===== config.mk =====
export PLATFORM = sky130hd
export DESIGN_NAME = ds_seq
export DESIGN_NICKNAME = d
export VERILOG_FILES = /design/src/rtl/ds_seq_pkg.sv /design/src/rtl/ds_az_gate.sv /design/src/rtl/ds_slope_ctr.sv /design/src/rtl/ds_result_latch.sv /design/src/rtl/ds_seq.sv
export SDC_FILE = /design/constraint.sdc
export NUM_CORES = 1
export LEC_CHECK = 0
export ABC_AREA = 0
export BUFFER_PORTS_ARGS = -buffer_cell sky130_fd_sc_hd__buf_2
export CORE_ASPECT_RATIO = 1.5
export CORE_MARGIN = 1
export CORE_UTILIZATION = 62
export CTS_CLUSTER_DIAMETER = 50
export DETAILED_ROUTE_END_ITERATION = 10
export GPL_ROUTABILITY_DRIVEN = 0
export PLACE_DENSITY = 0.83
export SLEW_MARGIN = 20
export SYNTH_ARGS = -nofsm -noshare
export SYNTH_HDL_FRONTEND = slang
export SYNTH_SLANG_ARGS = --single-unit
export TNS_END_PERCENT = 5

===== constraint.sdc =====
create_clock -name clk_i -period 5.84 [get_ports clk_i]
set_input_delay 0.584 -clock clk_i [delete_from_list [all_inputs] [get_ports clk_i]]
set_output_delay 0.584 -clock clk_i [all_outputs]
set_load 0.02 [all_outputs]

===== src/rtl/ds_seq_pkg.sv =====
package ds_seq_pkg;
  typedef enum logic [1:0] {
    PH_AZ    = 2'd0,
    PH_INT   = 2'd1,
    PH_DEINT = 2'd2
  } phase_e;
endpackage


===== src/rtl/ds_az_gate.sv =====
module ds_az_gate #(
  parameter int AZ_MIN    = 1790,
  parameter int START_DLY = 7
) (
  input  logic clk_i,
  input  logic rst_ni,
  input  logic in_az_i,
  input  logic run_i,
  output logic start_o
);
  localparam int AZ_W  = $clog2(AZ_MIN + 1);
  localparam int DLY_W = $clog2(START_DLY + 1);

  logic [AZ_W-1:0]  az_q;
  logic [DLY_W-1:0] dly_q;
  logic             az_done, armed;

  assign az_done = (az_q == AZ_W'(AZ_MIN));
  // countdown commits once started
  assign armed   = in_az_i && az_done && (run_i || (dly_q != '0));
  assign start_o = armed && (dly_q == DLY_W'(START_DLY - 1));

  always_ff @(posedge clk_i or negedge rst_ni) begin
    if (!rst_ni) begin
      az_q  <= '0;
      dly_q <= '0;
    end else if (!in_az_i) begin
      az_q  <= '0;
      dly_q <= '0;
    end else begin
      if (!az_done) az_q <= az_q + 1'b1;
      if (start_o)    dly_q <= '0;
      else if (armed) dly_q <= dly_q + 1'b1;
    end
  end

  a_r4_countdown_commits: assert property (@(posedge clk_i) disable iff (!rst_ni)
    (in_az_i && dly_q != '0 && !start_o) |=> (dly_q != '0 || start_o || !in_az_i));
endmodule


===== src/rtl/ds_slope_ctr.sv =====
module ds_slope_ctr #(
  parameter int W = 12
) (
  input  logic         clk_i,
  input  logic         rst_ni,
  input  logic         clr_i,
  input  logic         en_i,
  output logic [W-1:0] cnt_o
);
  always_ff @(posedge clk_i or negedge rst_ni) begin
    if (!rst_ni)    cnt_o <= '0;
    else if (clr_i) cnt_o <= '0;
    else if (en_i)  cnt_o <= cnt_o + 1'b1;
  end
endmodule


===== src/rtl/ds_result_latch.sv =====
module ds_result_latch #(
  parameter int W = 12
) (
  input  logic         clk_i,
  input  logic         rst_ni,
  input  logic         load_i,
  input  logic [W-1:0] mag_i,
  input  logic         pol_i,
  input  logic         ovr_i,
  output logic [W-1:0] mag_o,
  output logic         pol_o,
  output logic         ovr_o
);
  always_ff @(posedge clk_i or negedge rst_ni) begin
    if (!rst_ni) begin
      mag_o <= '0;
      pol_o <= 1'b0;
      ovr_o <= 1'b0;
    end else if (load_i) begin
      mag_o <= mag_i;
      pol_o <= pol_i;
      ovr_o <= ovr_i;
    end
  end

  a_r9_hold_between_loads: assert property (@(posedge clk_i) disable iff (!rst_ni)
    !load_i |=> $stable({mag_o, pol_o, ovr_o}));
  a_r7_ovr_full_scale: assert property (@(posedge clk_i) disable iff (!rst_ni)
    ovr_o |-> (&mag_o));
endmodule


===== src/rtl/ds_seq.sv =====
module ds_seq
  import ds_seq_pkg::*;
#(
  parameter int AZ_MIN    = 1790,
  parameter int INT_LEN   = 2048,
  parameter int CNT_W     = 12,
  parameter int START_DLY = 7
) (
  input  logic             clk_i,
  input  logic             rst_ni,
  input  logic             run_i,
  input  logic             cmp_i,
  output logic             status_o,
  output logic             az_o,
  output logic             int_o,
  output logic             deint_o,
  output logic [CNT_W-1:0] mag_o,
  output logic             pol_o,
  output logic             ovr_o
);
  localparam int INT_W  = $clog2(INT_LEN);
  localparam int CTR_W  = (CNT_W > INT_W) ? CNT_W : INT_W;
  localparam int FULL   = (1 << CNT_W) - 1;
  localparam int LEN_LIM = AZ_MIN + START_DLY;
  localparam int LEN_W  = $clog2(LEN_LIM + 1);

  phase_e           phase_q;
  logic             pol_int_q, crossed_q, status_q;
  logic [CTR_W-1:0] cnt;
  logic             in_az, start, int_last, de_last, zc, ovf, load, leave_de;
  logic [CNT_W-1:0] lat_mag;

  assign in_az    = (phase_q == PH_AZ);
  assign int_last = (phase_q == PH_INT) && (cnt == CTR_W'(INT_LEN - 1));
  assign de_last  = (phase_q == PH_DEINT) && (cnt == CTR_W'(FULL));
  assign zc       = (phase_q == PH_DEINT) && !crossed_q && (cmp_i != pol_int_q);
  assign ovf      = de_last && !crossed_q && !zc;
  assign load     = zc || ovf;
  // cut short once crossed and run/hold is low
  assign leave_de = (phase_q == PH_DEINT) && (de_last || (crossed_q && !run_i));
  assign lat_mag  = ovf ? {CNT_W{1'b1}} : cnt[CNT_W-1:0];

  ds_az_gate #(.AZ_MIN(AZ_MIN), .START_DLY(START_DLY)) u_gate (
    .clk_i(clk_i), .rst_ni(rst_ni), .in_az_i(in_az), .run_i(run_i), .start_o(start)
  );

  ds_slope_ctr #(.W(CTR_W)) u_ctr (
    .clk_i(clk_i), .rst_ni(rst_ni),
    .clr_i(start || int_last || leave_de), .en_i(!in_az), .cnt_o(cnt)
  );

  ds_result_latch #(.W(CNT_W)) u_latch (
    .clk_i(clk_i), .rst_ni(rst_ni), .load_i(load),
    .mag_i(lat_mag), .pol_i(pol_int_q), .ovr_i(ovf),
    .mag_o(mag_o), .pol_o(pol_o), .ovr_o(ovr_o)
  );

  always_ff @(posedge clk_i or negedge rst_ni) begin
    if (!rst_ni) begin
      phase_q   <= PH_AZ;
      pol_int_q <= 1'b0;
      crossed_q <= 1'b0;
      status_q  <= 1'b0;
    end else begin
      case (phase_q)
        PH_AZ:    if (start) phase_q <= PH_INT;
        PH_INT:   if (int_last) phase_q <= PH_DEINT;
        PH_DEINT: if (leave_de) phase_q <= PH_AZ;
        default:  phase_q <= PH_AZ;
      endcase
      if (int_last) pol_int_q <= cmp_i;
      if (leave_de) crossed_q <= 1'b0;
      else if (zc)  crossed_q <= 1'b1;
      if (start)     status_q <= 1'b1;
      else if (load) status_q <= 1'b0;
    end
  end

  assign status_o = status_q;
  assign az_o     = (phase_q == PH_AZ);
  assign int_o    = (phase_q == PH_INT);
  assign deint_o  = (phase_q == PH_DEINT);

  // assertion support: edges spent in auto-zero
  logic [LEN_W-1:0] az_len_q;
  always_ff @(posedge clk_i or negedge rst_ni) begin
    if (!rst_ni)                          az_len_q <= '0;
    else if (!az_o)                       az_len_q <= '0;
    else if (az_len_q != LEN_W'(LEN_LIM)) az_len_q <= az_len_q + 1'b1;
  end

  a_r2_one_phase: assert property (@(posedge clk_i) disable iff (!rst_ni)
    $onehot({az_o, int_o, deint_o}));
  a_r3_min_az_before_int: assert property (@(posedge clk_i) disable iff (!rst_ni)
    $rose(int_o) |-> (az_len_q == LEN_W'(LEN_LIM)));
  a_r4_status_with_int: assert property (@(posedge clk_i) disable iff (!rst_ni)
    $rose(int_o) |-> $rose(status_o));
  a_r10_status_in_int: assert property (@(posedge clk_i) disable iff (!rst_ni)
    int_o |-> status_o);
  a_r5_deint_after_int: assert property (@(posedge clk_i) disable iff (!rst_ni)
    $rose(deint_o) |-> ($past(int_o) && status_o));
  a_r8_deint_exits_to_az: assert property (@(posedge clk_i) disable iff (!rst_ni)
    $fell(deint_o) |-> az_o);
endmodule


; ---- Yosys cells after proc, flatten, opt, wreduce, memory -nomap -nowiden
; Cells that the tools add are included.
[op_classes]
add_sub_neg = 3
n_mul = 0
n_div = 0
magnitude_cmp = 0
eq_ne = 13
n_shift = 0
mux = 16
bitwise = 0
reduce_logical = 24
[op_table]
columns = op, count
row1 = 2-to-1 mux 12 bit, 3
row2 = 2-to-1 mux 11 bit, 2
row3 = adder 12 x 1 -> 12 bit (second input constant), 1
row4 = equality test 12 x 11 -> 1 bit (second input constant), 1
row5 = equality test 12 bit (second input constant), 1
row6 = adder 11 x 1 -> 11 bit (second input constant), 1
row7 = equality test 11 bit (second input constant), 1
row8 = logical AND 1 bit, 11
row9 = 2-to-1 mux 3 bit, 3
row10 = 2-to-1 mux 2 bit, 3
row11 = != test 2 x 1 -> 1 bit (second input constant), 3
row12 = case mux 2 bit (3 select lines), 1
row13 = logical OR 1 bit, 5
row14 = 2-to-1 mux 1 bit, 4
row15 = != test 2 bit (second input constant), 2
row16 = nonzero test 2 bit, 2
row17 = adder 3 x 1 -> 3 bit (second input constant), 1
row18 = equality test 3 bit (second input constant), 1
row19 = zero test 1 bit, 3
row20 = != test 3 bit (second input constant), 1
row21 = AND reduction 3 bit, 1
row22 = nonzero test 3 bit, 1
row23 = equality test 2 x 1 -> 1 bit (second input constant), 1
row24 = equality test 2 bit (second input constant), 1
row25 = other kinds (2), 2
[totals]
register_bits = 45
latch_bits = 0
ram_bits = 0
rom_bits = 0
output_inout_bits = 18
elab_cells = 66
memories = 0

; ---- Logic depth before layout (Yosys ltp)
; Gate-level depths: netlist of the first run.
[logic_depth]
ltp_word = 8
depth_mapped = 7

; ---- Hierarchy
; From an unflattened synthesis of the first run, not the netlist that was laid out.
[hier_totals]
cells_unflattened = 224
hier_area_um2 = 2348.5
[by_module_without_submodules]
columns = module, n_inst, cells_per_inst, area_per_inst_um2, seq_area_each_um2
row1 = ds_az_gate, 1, 83, 813.3, 350.3
row2 = ds_slope_ctr, 1, 57, 588.1, 300.3
row3 = ds_result_latch, 1, 29, 519.2, 350.3
row4 = ds_seq, 1, 55, 427.9, 125.1

; ---- Worst setup path before layout of the first run
; Ideal clock, no wire load.
[synth_path]
kind = register to register
startpoint = register u_gate.az_q[0]
endpoint = register u_gate.dly_q[2]
setup_time_ns = 0.131
arrival_time_ns = 1.786
required_ns = 5.709
slack_ns = 3.923
stages_incl_launch_ff = 8
path_buffers = 1
cell_sequence = dfrtp_1 > inv_1 > ha_1 > nand3_1 > or4_1 > buf_2 > and3_1 > or3_1
[synth_between]
elab_chain_cells = 6
elab_cells_between_ends = 7
classes_between = eq/ne: 2 / mux: 2 / reduce/logical: 3
[synth_lines]
columns = item, line_no
row1 = "start, declared", ds_az_gate.sv:14  ; logic [AZ_W-1:0] az_q;
row2 = "start signal, assigned", ds_az_gate.sv:31  ; if (!az_done) az_q <= az_q + 1'b1;
row3 = equality test 11 bit *, ds_az_gate.sv:18  ; assign az_done = (az_q == AZ_W'(AZ_MIN));
row4 = logical AND 1 bit * (2 in series), ds_az_gate.sv:20  ; assign armed = in_az_i && az_done && (run_i || (dly_q != '0));
row5 = logical AND 1 bit, ds_az_gate.sv:21  ; assign start_o = armed && (dly_q == DLY_W'(START_DLY - 1));
row6 = 2-to-1 mux 3 bit, ds_az_gate.sv:32  ; if (start_o) dly_q <= '0;
row7 = 2-to-1 mux 3 bit, ds_az_gate.sv:27  ; end else if (!in_az_i) begin
row8 = "end signal, assigned", ds_az_gate.sv:33  ; else if (armed) dly_q <= dly_q + 1'b1;
row9 = "end, declared", ds_az_gate.sv:15  ; logic [DLY_W-1:0] dly_q;
; Mark *: on every way between the ends. The rest lies on a longest branch, timed or not.
; A chain may end at the register's enable or synchronous reset.

; ---- Final worst setup path of the first run
[layout_path]
startpoint = register u_ctr.cnt_o[0]
endpoint = register u_ctr.cnt_o[0]
[layout_between]
elab_chain_cells = 6
elab_cells_between_ends = 12
classes_between = add/sub: 1 / eq/ne: 3 / mux: 2 / reduce/logical: 6
[layout_lines]
columns = item, line_no
row1 = "start, declared", ds_slope_ctr.sv:8  ; output logic [W-1:0] cnt_o
row2 = "start signal, assigned", ds_slope_ctr.sv:13  ; else if (en_i) cnt_o <= cnt_o + 1'b1;
row3 = branches (longest 6 deep; another with adder 12 x 1 -> 12 bit), --
; Parallel ways; which one is timed is not known. The select of a mux whose other input is x is not followed.

==> results.py, run 1 <==
metrics = {
    "run_status": {
        "status": "finished, final reports clean",
    },
    "synth": {
        "synth_warnings": 0,
        "syn-num-nets": 224,
        "synth_seq_cells": 45,
        "syn_area_sq_mm": 0.00222,
        "ys.flop_type": "dfrtp_1",
        "synth.top_cell.area_share_pct": 50.8,
        "synth_edf_count": 0,
        "synth.avg_cell_area_sq_um": 10.4,
        "async_reset_ff_share_pct": 100,
        "postSynthCellCount": 214,
        "ys_seq_area_share_pct": 50.8,
        "synth_area_leaders": "dfrtp_1 51%, nor3_1 5.6%, o22a_1 4.7%",
        "synth_most_common_cell": "dfrtp_1",
        "yosysTopAreaCell": "dfrtp_1",
        "synthTopCellsByCount": "45 x dfrtp_1, 25 x nor3_1, 14 x nand2_1",
        "yosysUniqueCellTypes": 41,
    },
    "grt": {
        "grt_util_met1_pct": 29.8,
        "grt_pass1_vias": 1660,
        "grt_antenna_before_repair": 0,
        "grt_busiest_layer": "met2",
        "grt.met3_usage_pct": 4.24,
        "grt_use_total_pct": 27.5,
        "grt_max_degree": 46,
        "grt_use_met2_pct": 52.3,
        "overflow": 0,
        "grt_pass1_wl_mm": 7.63,
    },
    "placed_design": {
        "portBuffers": 21,
        "post-dp-hpwl_mm": 3.30,
    },
    "drt": {
        "dr.pass1.iters": 4,
        "detail-route-antenna-nets": 0,
        "vias_per_cell": 6.23,
        "first_iter_violations": 66,
        "remaining_drc_errors": 0,
        "wl_per_cell_um": 16.9,
        "vias": 1719,
        "drt_wl_total_mm": 4.65,
    },
    "clocking": {
        "cts-buffers-inserted": 5,
        "insertion_delay_ns": 0.30,
        "cts.repair.resized": 0,
        "cts_setup_buffers": 0,
        "cts_tree": "done",
        "clk_pin_slew_worst_paths_ns": 0.08,
        "cts.path.max_buffers": 2,
        "cts_hold_buf": 0,
        "cts_root_buf": "clkbuf_8",
        "clock_sinks": 45,
        "cts_max_level": 2,
    },
    "pwr": {
        "power_density_mw_per_mm2": 401,
        "power_leakage_uw": 0.00105,
        "power_switching_uw": 335,
        "p_total_uw": 982,
        "clock_power_share_pct": 24.4,
        "comb_power_share_pct": 26.6,
        "sw_frac_of_total_pct": 34.1,
        "pwr-share-seq_pct": 49.0,
        "power.internal_uw": 647,
        "irDropWorstVdd_mv": 0.241,
    },
    "layout": {
        "final_nets": 243,
        "final.fill_count": 262,
        "multi_input_area_sq_mm": 0.00101,
        "seq_area_sq_mm": 0.00113,
        "area_growth_pct": 10.4,
        "num_antenna_cells": 0,
        "drive_above_1_share_pct": 15.4,
    },
    "die": {
        "die_h_um": 75.3,
        "die_w_um": 50.8,
        "dieArea_sq_mm": 0.00383,
        "fp.coreArea_sq_mm": 0.00342,
        "ios": 22,
        "rows": 26,
        "initial_core_util_pct": 64.9,
    },
    "setup_path": {
        "setup.worst_path.start_class": "flop",
        "required_ns": 5.96,
        "crit_arrival_ns": 2.56,
        "crit_path_end_kind": "flop",
        "critPathMaxFanout": 13,
        "path_cells": "ha_1 > nand3_1 > or3_1 > a21oi_1 > nor3_1",
        "cpMaxStageDelayCell": "a21oi_1",
        "slowest_delay_ns": 0.87,
        "crit_type": "reg2reg",
    },
    "timing": {
        "setup_viol": 0,
        "finalSetupTns_ns": 0,
        "fmax_mhz": 411,
        "hold_violations": 0,
        "worst_slew_pin_slew_ns": 1.09,
        "drv_slew": 0,
        "fin_crit_sh_pct": 41.6,
        "finClkSkew_ns": 0.00899,
        "max_slew_margin_pct": 27.3,
        "rsz0062_at_grt": "no",
        "period_needed_ns": 2.43,
    },
    "run": {
        "max-cap-violations": 0,
    },
    "worst_hold_path": {
        "hp-class": "in2async",
    },
}
layer usage:
| layer | share of wire (%) | vias to the layer above |
|---|---|---|
| met2 | 55 | 47 |
| met4 | 2.4 | 0 |
| met3 | 3.0 | 11 |
| met5 | 0 | - |
| li1 | - | 811 |
| met1 | 40 | 850 |
cell usage in the layout (no fill, tap or decap), drive strengths merged:
master / Yosys / layout
dfrtp: 45 / 45
nor3: 25 / 25
buf: 4 / 21
nand2: 14 / 14
xnor2: 12 / 12
o22a: 12 / 12
inv: 11 / 11
nor2: 10 / 10
nand3: 7 / 7
clkbuf: 5 / 7
o21ai: 6 / 6
or3: 6 / 6
ha: 6 / 6
a21oi: 5 / 5
nand2b: 4 / 4
nand4b: 4 / 4
nor4: 4 / 4
or4: 4 / 4
a31oi: 3 / 3
nand4: 3 / 3
xor2: 3 / 3
or2: 2 / 2
o2111ai: 2 / 2
mux2: 2 / 2
and3: 2 / 2
mux2i: 2 / 2
o31ai: 2 / 2
nor2b: 1 / 1
nand4bb: 1 / 1
a221o: 1 / 1
o21a: 1 / 1
nor4b: 1 / 1
a211oi: 1 / 1
o2bb2ai: 1 / 1
a41oi: 1 / 1
o211ai: 1 / 1
bufinv: 0 / 1
stage by stage:
| stage | setup WS [ns] | hold WS (ns) | util, % | instance area (sq um) | instances |
|---|---|---|---|---|---|
| 4_1_cts | 3.46 | 0.461 | 71.6 | 2450 | 276 |
| 6_report | 3.41 | 0.268 | 71.7 | 2450 | 276 |
| 3_5_place_dp | 3.47 | 0.472 | 68.2 | 2330 | 268 |
| 3_3_place_gp | 3.53 | 0.464 | 68.2 | 2330 | 268 |
| 2_1_floorplan | 3.92 | 0.288 | - | 2220 | 214 |
| 5_1_grt | 3.26 | 0.320 | 71.7 | 2450 | 276 |
path summary, 6_finish.rpt:
| path | startpoint | to | slack [ns] | depth (start not counted) |
|---|---|---|---|---|
| min reg2reg | u_latch.mag_o[4]$_DFFE_PN0P_ | u_latch.mag_o[4]$_DFFE_PN0P_ | 0.48 | 1 |
| max in group asynchronous | rst_ni | u_gate.az_q[9]$_DFFE_PN0P_ | 5.19 | 1 |
| max | u_ctr.cnt_o[0]$_DFFE_PN0P_ | u_ctr.cnt_o[0]$_DFFE_PN0P_ | 3.41 | 5 |
| max reg2reg | u_ctr.cnt_o[0]$_DFFE_PN0P_ | u_ctr.cnt_o[0]$_DFFE_PN0P_ | 3.41 | 5 |
| min in group clk_i | u_latch.mag_o[4]$_DFFE_PN0P_ | u_latch.mag_o[4]$_DFFE_PN0P_ | 0.48 | 1 |
| min | rst_ni | u_latch.mag_o[9]$_DFFE_PN0P_ | 0.27 | 1 |
cell families after synthesis:
family	Yosys count	synth area share (%)
fa+ha+maj	6	3.38
simple gates	88	21.7
buf+inv	20	3.89
xor+xnor	15	5.92
mux	4	1.92
compound gates	36	12.4
flops	45	50.8
power groups by stage:
stage	Clock [uW]	Sequential, uW	Combinational [uW]
final	240	482	261
after global routing	256	493	288
after CTS	246	478	263
after detailed placement	0	484	263
after global placement	0	481	254
after floorplan	0	526	127
area by class of cell:
cell class	instances	share of cell area, %
flip-flops and latches	45	46.0
multi-input cells	149	41.1
repair buffers	21	4.39
clock buffers	7	3.52
well taps	42	2.15
inverters	11	1.69
clock inverters	1	1.23
worst max-delay path: cells and delay by family, from the launching register on:
family	cells	cell delay, ns
compound gates	1	0.87
fa+ha+maj	1	0.29
flops	1	0.42
simple gates	3	0.69
registers in the layout, summed over array words and instances (netlist names):
signal and cells:
u_ctr.cnt_o 12, crossed_q 1, u_latch.pol_o 1, phase_q 2
u_latch.ovr_o 1, u_gate.dly_q 3, u_gate.az_q 11, pol_int_q 1
status_o 1, u_latch.mag_o 12
No activity file was read; power rests on OpenSTA's default activity.
==> inputs of run 2 (changes only) <==
- CORE_UTILIZATION: 62 -> 52
- PLACE_DENSITY: 0.83 -> 0.74
- clock period: 5.84 -> 2.2 ns (I/O delays scaled with it)
==> run 2 against run 1 <==
Compared with the run above: critical path depth up 1; final cell count rose by 4.3%; sequential power grew to 2.7 times the previous value; largest cell class unchanged; die area grew 19%; critical endpoint is now u_ctr.cnt_o[2]$_DFFE_PN0P_; register-to-register slack worse by 3.3 ns; global-route usage down 4.8 points.
==> results.py, run 2 (synthesis results as in run 1) <==
metrics = {
    "setup_path": {
        "required_ns": 2.37,
        "path_cells": "inv_1 > ha_1 > nand4bb_1 > or4_1 > nand2_1 > nor3_1",
        "r2r_slack_ns": 0.16,
        "rr_worst_depth": 6,
        "worstReg2RegEnd": "u_ctr.cnt_o[2]$_DFFE_PN0P_",
        "crit_type": "reg2reg",
        "critPathMaxFanout": 12,
        "crit_path_end_kind": "flop",
        "setup.worst_path.start_class": "flop",
        "cpMaxStageDelayCell": "or4_1",
        "slowest_delay_ns": 0.56,
        "crit_arrival_ns": 2.21,
        "worstReg2RegStart": "u_gate.dly_q[0]$_DFFE_PN0P_",
    },
    "grt": {
        "grt_util_met1_pct": 26.0,
        "grt_busiest_layer": "met2",
        "grt_pass1_wl_mm": 7.98,
        "grt_pass1_vias": 1708,
        "overflow": 0,
        "grt_use_total_pct": 22.7,
        "grt_max_degree": 27,
        "grt.met3_usage_pct": 4.09,
        "grt_use_met2_pct": 41.7,
        "grt_antenna_before_repair": 0,
    },
    "die": {
        "ios": 22,
        "die_w_um": 55.3,
        "initial_core_util_pct": 55.1,
        "die_h_um": 82.0,
        "fp.coreArea_sq_mm": 0.00403,
        "rows": 28,
        "dieArea_sq_mm": 0.00454,
    },
    "drt": {
        "vias": 1715,
        "detail-route-antenna-nets": 0,
        "remaining_drc_errors": 0,
        "drt_wl_total_mm": 4.66,
        "wl_per_cell_um": 16.2,
        "vias_per_cell": 5.95,
        "dr.pass1.iters": 4,
        "first_iter_violations": 53,
    },
    "timing": {
        "fin_crit_sh_pct": 92.8,
        "rsz0062_at_grt": "no",
        "setup_viol": 0,
        "hold_violations": 0,
        "max_slew_margin_pct": 64.9,
        "drv_slew": 0,
        "finClkSkew_ns": 0.00735,
        "fmax_mhz": 490,
        "finalSetupTns_ns": 0,
        "worst_slew_pin_slew_ns": 0.526,
        "timing.final.ws_setup_ns": 0.158,
        "period_needed_ns": 2.04,
    },
    "clocking": {
        "cts_root_buf": "clkbuf_8",
        "cts_setup_buffers": 0,
        "clock_sinks": 45,
        "clk_pin_slew_worst_paths_ns": 0.09,
        "cts_max_level": 2,
        "cts-buffers-inserted": 5,
        "insertion_delay_ns": 0.30,
        "cts_tree": "done",
        "cts.path.max_buffers": 2,
    },
    "worst_hold_path": {
        "worstHoldEndpoint": "pol_int_q$_DFFE_PN0P_",
        "hold_path_depth": 2,
        "hp-start": "cmp_i",
        "hp-class": "in2reg",
    },
    "layout": {
        "layout_common_cells": "45 x dfrtp_1, 25 x nor3_1, 21 x buf_2",
        "fin_cells": 288,
        "drive_above_1_share_pct": 18.9,
        "layout_commonest_cell": "dfrtp_1",
        "final.fill_count": 340,
        "area_growth_pct": 14.0,
        "final_nets": 252,
        "num_antenna_cells": 0,
        "biggestRegsByFlops": "u_ctr.cnt_o (12), u_latch.mag_o (12), u_gate.az_q (11)",
    },
    "pwr": {
        "power.internal_uw": 1720,
        "pwr-share-seq_pct": 48.6,
        "sw_frac_of_total_pct": 34.5,
        "comb_power_share_pct": 26.5,
        "power_switching_uw": 904,
        "irDropWorstVdd_mv": 0.732,
        "power_leakage_uw": 0.00109,
        "power_density_mw_per_mm2": 1040,
        "clock_power_share_pct": 24.8,
    },
    "placed_design": {
        "portBuffers": 21,
        "dp_slack_ns": 0.146,
        "dp_cells": 279,
        "post-dp-hpwl_mm": 3.41,
    },
    "run_status": {
        "status": "finished, final reports clean",
    },
    "run": {
        "max-cap-violations": 0,
    },
}
run 2: cell count changes in the layout (fill, tap and decap cells not counted), sizes merged:
cell	before	now
buf	21	29
clkinvlp	0	1
dlygate4sd3	0	1
clkbuf	7	6
run 2: per-layer routing:
layer | wire, um | up-vias
li1 | - | 830
met1 | 1990 | 838
met2 | 2480 | 39
met3 | 115 | 8
met4 | 77 | 0
met5 | 0 | -
run 2: repair_timing:
item,CTS,global route
gates resized for setup,0,1
setup endpoints to repair,0,1
hold buffers,1,0
hold endpoints to repair,19,0
run 2: worst max path at each step:
stage / end / depth (start not counted) / startpoint
after floorplan: u_gate.dly_q[2]$_DFFE_PN0P_ / 7 / u_gate.az_q[0]$_DFFE_PN0P_
after global placement: u_gate.dly_q[2]$_DFFE_PN0P_ / 6 / u_gate.az_q[0]$_DFFE_PN0P_
after detailed placement: u_gate.dly_q[2]$_DFFE_PN0P_ / 6 / u_gate.az_q[0]$_DFFE_PN0P_
after CTS: u_gate.dly_q[2]$_DFFE_PN0P_ / 6 / u_gate.az_q[0]$_DFFE_PN0P_
after global routing: u_gate.dly_q[2]$_DFFE_PN0P_ / 6 / u_gate.az_q[0]$_DFFE_PN0P_
final: u_ctr.cnt_o[2]$_DFFE_PN0P_ / 6 / u_gate.dly_q[0]$_DFFE_PN0P_
run 2: power groups by stage:
stage	combinational [uW]	sequential [uW]	clock, uW
after CTS	702	1270	671
after global routing	774	1310	699
after floorplan	338	1400	0
after global placement	685	1280	0
after detailed placement	700	1290	0
final	695	1280	652
run 2: per-stage QoR:
stage	hold WS, ns	utilization (%)	cell area (sq um)	power (uW)
floorplan	-0.0756	-	2220	1730
global placement	0.185	59.4	2390	1970
detailed placement	0.192	59.4	2390	1990
CTS	0.173	62.7	2520	2650
global route	0.180	62.8	2530	2780
finish	0.186	62.8	2530	2620
run 2: final cells by class:
| type | instances | area [sq um] | area share (%) |
|---|---|---|---|
| repair buffers | 30 | 175 | 6.93 |
| clock inverters | 2 | 37.5 | 1.48 |
| well taps | 45 | 56.3 | 2.23 |
| inverters | 11 | 41.3 | 1.63 |
| flip-flops and latches | 45 | 1130 | 44.5 |
| multi-input cells | 149 | 1010 | 39.9 |
| clock buffers | 6 | 82.6 | 3.27 |
run 2: worst max-delay path, delay by kind of cell, from the launching register on:
family	cells	cell delay (ns)
fa+ha+maj	1	0.20
flops	1	0.41
buf+inv	1	0.10
simple gates	4	1.20
==> inputs of run 3 (changes only) <==
- CAP_MARGIN: not set -> 20
- CORE_UTILIZATION: 52 -> 55
- CTS_BUF_LIST: not set -> sky130_fd_sc_hd__clkbuf_4 sky130_fd_sc_hd__clkbuf_8
- PLACE_DENSITY: 0.74 -> 0.78
- SYNTH_HIERARCHICAL: not set -> 1
==> run 3 against run 2 <==
Compared with the run above: non-clock buffer count grew 15; synthesized area up 5.9%; clock power fell by 17%; synthesized cell count is 4.7% higher; via count up 5.5%; largest power group unchanged.
==> results.py, run 3 <==
metrics = {
    "setup_path": {
        "critical_path.startpoint": "u_gate/az_q[0]$_DFFE_PN0P_",
        "crit_path_end_kind": "flop",
        "crit_type": "reg2reg",
        "crit_family": "simple AND/OR/NAND/NOR gates",
        "required_ns": 2.44,
        "cp_num_buf_inv": 1,
        "crit_arrival_ns": 2.44,
        "critPathMaxFanout": 5,
        "cpMaxStageDelayCell": "or4_1",
        "slowest_delay_ns": 0.45,
        "worstReg2RegStart": "u_gate/az_q[0]$_DFFE_PN0P_",
        "path_cells": "inv_1 > ha_2 > nand4b_4 > or3_4 > nor3_4 > a311o_2 > o211ai_1 > or4_1 > a21oi_1",
        "setup.worst_path.start_class": "flop",
    },
    "placed_design": {
        "post_dp_cell_area_sq_mm": 0.00261,
        "dp_slack_ns": 0.00229,
        "dp_cells": 295,
        "post-dp-hpwl_mm": 3.41,
        "portBuffers": 21,
    },
    "drt": {
        "remaining_drc_errors": 0,
        "vias_per_cell": 5.93,
        "wl_per_cell_um": 15.7,
        "vias": 1810,
        "drt_wl_total_mm": 4.79,
        "dr.pass1.iters": 4,
        "detail-route-antenna-nets": 0,
        "first_iter_violations": 71,
    },
    "timing": {
        "fmax_mhz": 456,
        "max_slew_margin_pct": 56.6,
        "drv_slew": 0,
        "setup_viol": 0,
        "finalSetupTns_ns": 0,
        "timing.final.ws_setup_ns": 0.00489,
        "hold_violations": 0,
        "fin_crit_sh_pct": 99.8,
        "worst_slew_pin_slew_ns": 0.646,
        "finClkSkew_ns": 0.0112,
        "hold_ws_ns": 0.177,
        "rsz0062_at_grt": "yes",
        "period_needed_ns": 2.20,
    },
    "die": {
        "ios": 22,
        "rows": 28,
        "fp.coreArea_sq_mm": 0.00403,
        "initial_core_util_pct": 58.3,
        "dieArea_sq_mm": 0.00454,
        "die_h_um": 82.0,
        "die_w_um": 55.4,
    },
    "layout": {
        "biggestRegsByFlops": "u_ctr/cnt_o (12), u_latch/mag_o (12), u_gate/az_q (11)",
        "final_cell_area_sq_mm": 0.00273,
        "num_antenna_cells": 0,
        "final_nets": 269,
        "drive_above_1_share_pct": 31.2,
        "fin_cells": 305,
        "layout_commonest_cell": "dfrtp_1",
        "area_growth_pct": 16.4,
        "layout_common_cells": "44 x dfrtp_1, 23 x buf_4, 21 x buf_2",
        "final.fill_count": 317,
    },
    "grt": {
        "grt_use_total_pct": 23.1,
        "grt_max_degree": 24,
        "grt_antenna_before_repair": 0,
        "grt_pass1_vias": 1703,
        "grt_use_met2_pct": 41.9,
        "grt_util_met1_pct": 27.3,
        "grt_pass1_wl_mm": 8.05,
        "grt_busiest_layer": "met2",
        "overflow": 0,
        "grt.met3_usage_pct": 3.31,
    },
    "clocking": {
        "clk_pin_slew_worst_paths_ns": 0.10,
        "cts_root_buf": "clkbuf_8",
        "insertion_delay_ns": 0.30,
        "cts_max_level": 2,
        "cts_tree": "done",
        "clock_sinks": 45,
        "cts-buffers-inserted": 5,
        "cts.path.max_buffers": 2,
    },
    "run_status": {
        "status": "finished, final reports clean",
    },
    "pwr": {
        "clock_power_share_pct": 38.7,
        "irDropWorstVdd_mv": 0.529,
        "sw_frac_of_total_pct": 23.7,
        "power_switching_uw": 331,
        "pwr-share-seq_pct": 59.2,
        "power_leakage_uw": 0.00132,
        "comb_power_share_pct": 2.1,
        "power.internal_uw": 1070,
        "power_density_mw_per_mm2": 512,
    },
    "synth": {
        "postSynthCellCount": 224,
        "synth_seq_cells": 45,
        "synth.top_cell.area_share_pct": 47.9,
        "ys_seq_area_share_pct": 47.9,
        "synth_most_common_cell": "dfrtp_1",
        "syn-num-nets": 234,
        "ys.flop_type": "dfrtp_1",
        "synth.avg_cell_area_sq_um": 10.5,
        "yosysUniqueCellTypes": 48,
        "synth_edf_count": 0,
        "async_reset_ff_share_pct": 100,
        "yosysTopAreaCell": "dfrtp_1",
        "synthTopCellsByCount": "45 x dfrtp_1, 15 x inv_1, 15 x mux2_2",
        "synth_warnings": 6,
        "syn_area_sq_mm": 0.00235,
        "synth_area_leaders": "dfrtp_1 48%, mux2_2 7.2%, ha_1 3.2%",
    },
    "worst_hold_path": {
        "hp-class": "in2reg",
        "hp-start": "cmp_i",
    },
    "run": {
        "max-cap-violations": 0,
    },
}
-- run 3: cell types whose count changed in the layout (fill, tap and decap cells not counted), sizes merged, moves of 3 or more --
| cell | change |
|---|---|
| xnor2 | -6 |
| o21ai | +3 |
| nand4 | +4 |
| o22a | -12 |
| inv | +4 |
| or3 | -4 |
| mux2 | +13 |
| nor4 | +3 |
| buf | +15 |
| nor3 | -20 |
-- run 3: through the flow --
| step | util [%] | power (uW) |
|---|---|---|
| 6_report | 67.8 | 1400 |
| 5_1_grt | 67.8 | 1450 |
| 4_1_cts | 67.8 | 1410 |
| 3_5_place_dp | 64.9 | 874 |
| 3_3_place_gp | 64.9 | 873 |
| 2_1_floorplan | - | 849 |
-- run 3: path summary, 6_finish.rpt --
check	slack [ns]	cells past startpoint	endpoint
max	0.005	9	u_ctr/cnt_o[11]$_DFFE_PN0P_
min	0.18	2	pol_int_q$_DFFE_PN0P_
max reg2reg	0.005	9	u_ctr/cnt_o[11]$_DFFE_PN0P_
min reg2reg	0.51	1	u_latch/ovr_o$_DFFE_PN0P_
max in group asynchronous	1.37	3	u_ctr/cnt_o[7]$_DFFE_PN0P_
min in group asynchronous	0.28	2	u_gate/az_q[6]$_DFFE_PN0P_
-- run 3: worst register-to-register path: stages, from the launching register on --
cell      delay [ns]
dfrtp_1         0.38
inv_1           0.08
ha_2            0.19
nand4b_4        0.10
or3_4           0.36
nor3_4          0.13
a311o_2         0.15
o211ai_1        0.16
or4_1           0.45
a21oi_1         0.13
-- run 3: layer usage --
layer | part of all wire, % | up-vias | routed length (um)
li1 | - | 875 | -
met1 | 42 | 894 | 2000
met2 | 54 | 31 | 2580
met3 | 2.5 | 10 | 118
met4 | 2.0 | 0 | 97
met5 | 0 | - | 0
-- run 3: logic make-up after synthesis --
logic type	count (synthesis)	share of synthesized area, %
AOI/OAI and AO/OA	36	10.4
xor gates and xnor gates	10	3.73
adders and majority gates	6	3.20
buffers and inverters	32	5.75
DFF	45	47.9
muxes	19	8.90
and+or+nand+nor	76	20.1
-- run 3: power by group through the flow --
| stage | combinational, uW | sequential [uW] | clock [uW] |
|---|---|---|---|
| after global routing | 34.2 | 828 | 583 |
| after CTS | 30.8 | 828 | 556 |
| final | 29.1 | 828 | 542 |
| after global placement | 28.9 | 844 | 0 |
| after detailed placement | 29.5 | 844 | 0 |
| after floorplan | 3.52 | 846 | 0 |
-- run 3: repair_timing --
item,CTS,global route
gates resized for setup,1,1
pin swaps,2,1
hold buffers,1,0
hold endpoints to repair,7,0
setup buffers,1,0
endpoints found under the setup margin,1,18
-- run 3: cell type report --
| class | instances | area (sq um) | area share [%] |
|---|---|---|---|
| Tap cell | 45 | 56.3 | 2.06 |
| Clock inverter | 3 | 26.3 | 0.962 |
| Timing Repair Buffer | 45 | 288 | 10.5 |
| Inverter | 15 | 60.1 | 2.20 |
| Clock buffer | 5 | 68.8 | 2.52 |
| Multi-Input combinational cell | 147 | 1110 | 40.5 |
| Sequential cell | 45 | 1130 | 41.3 |
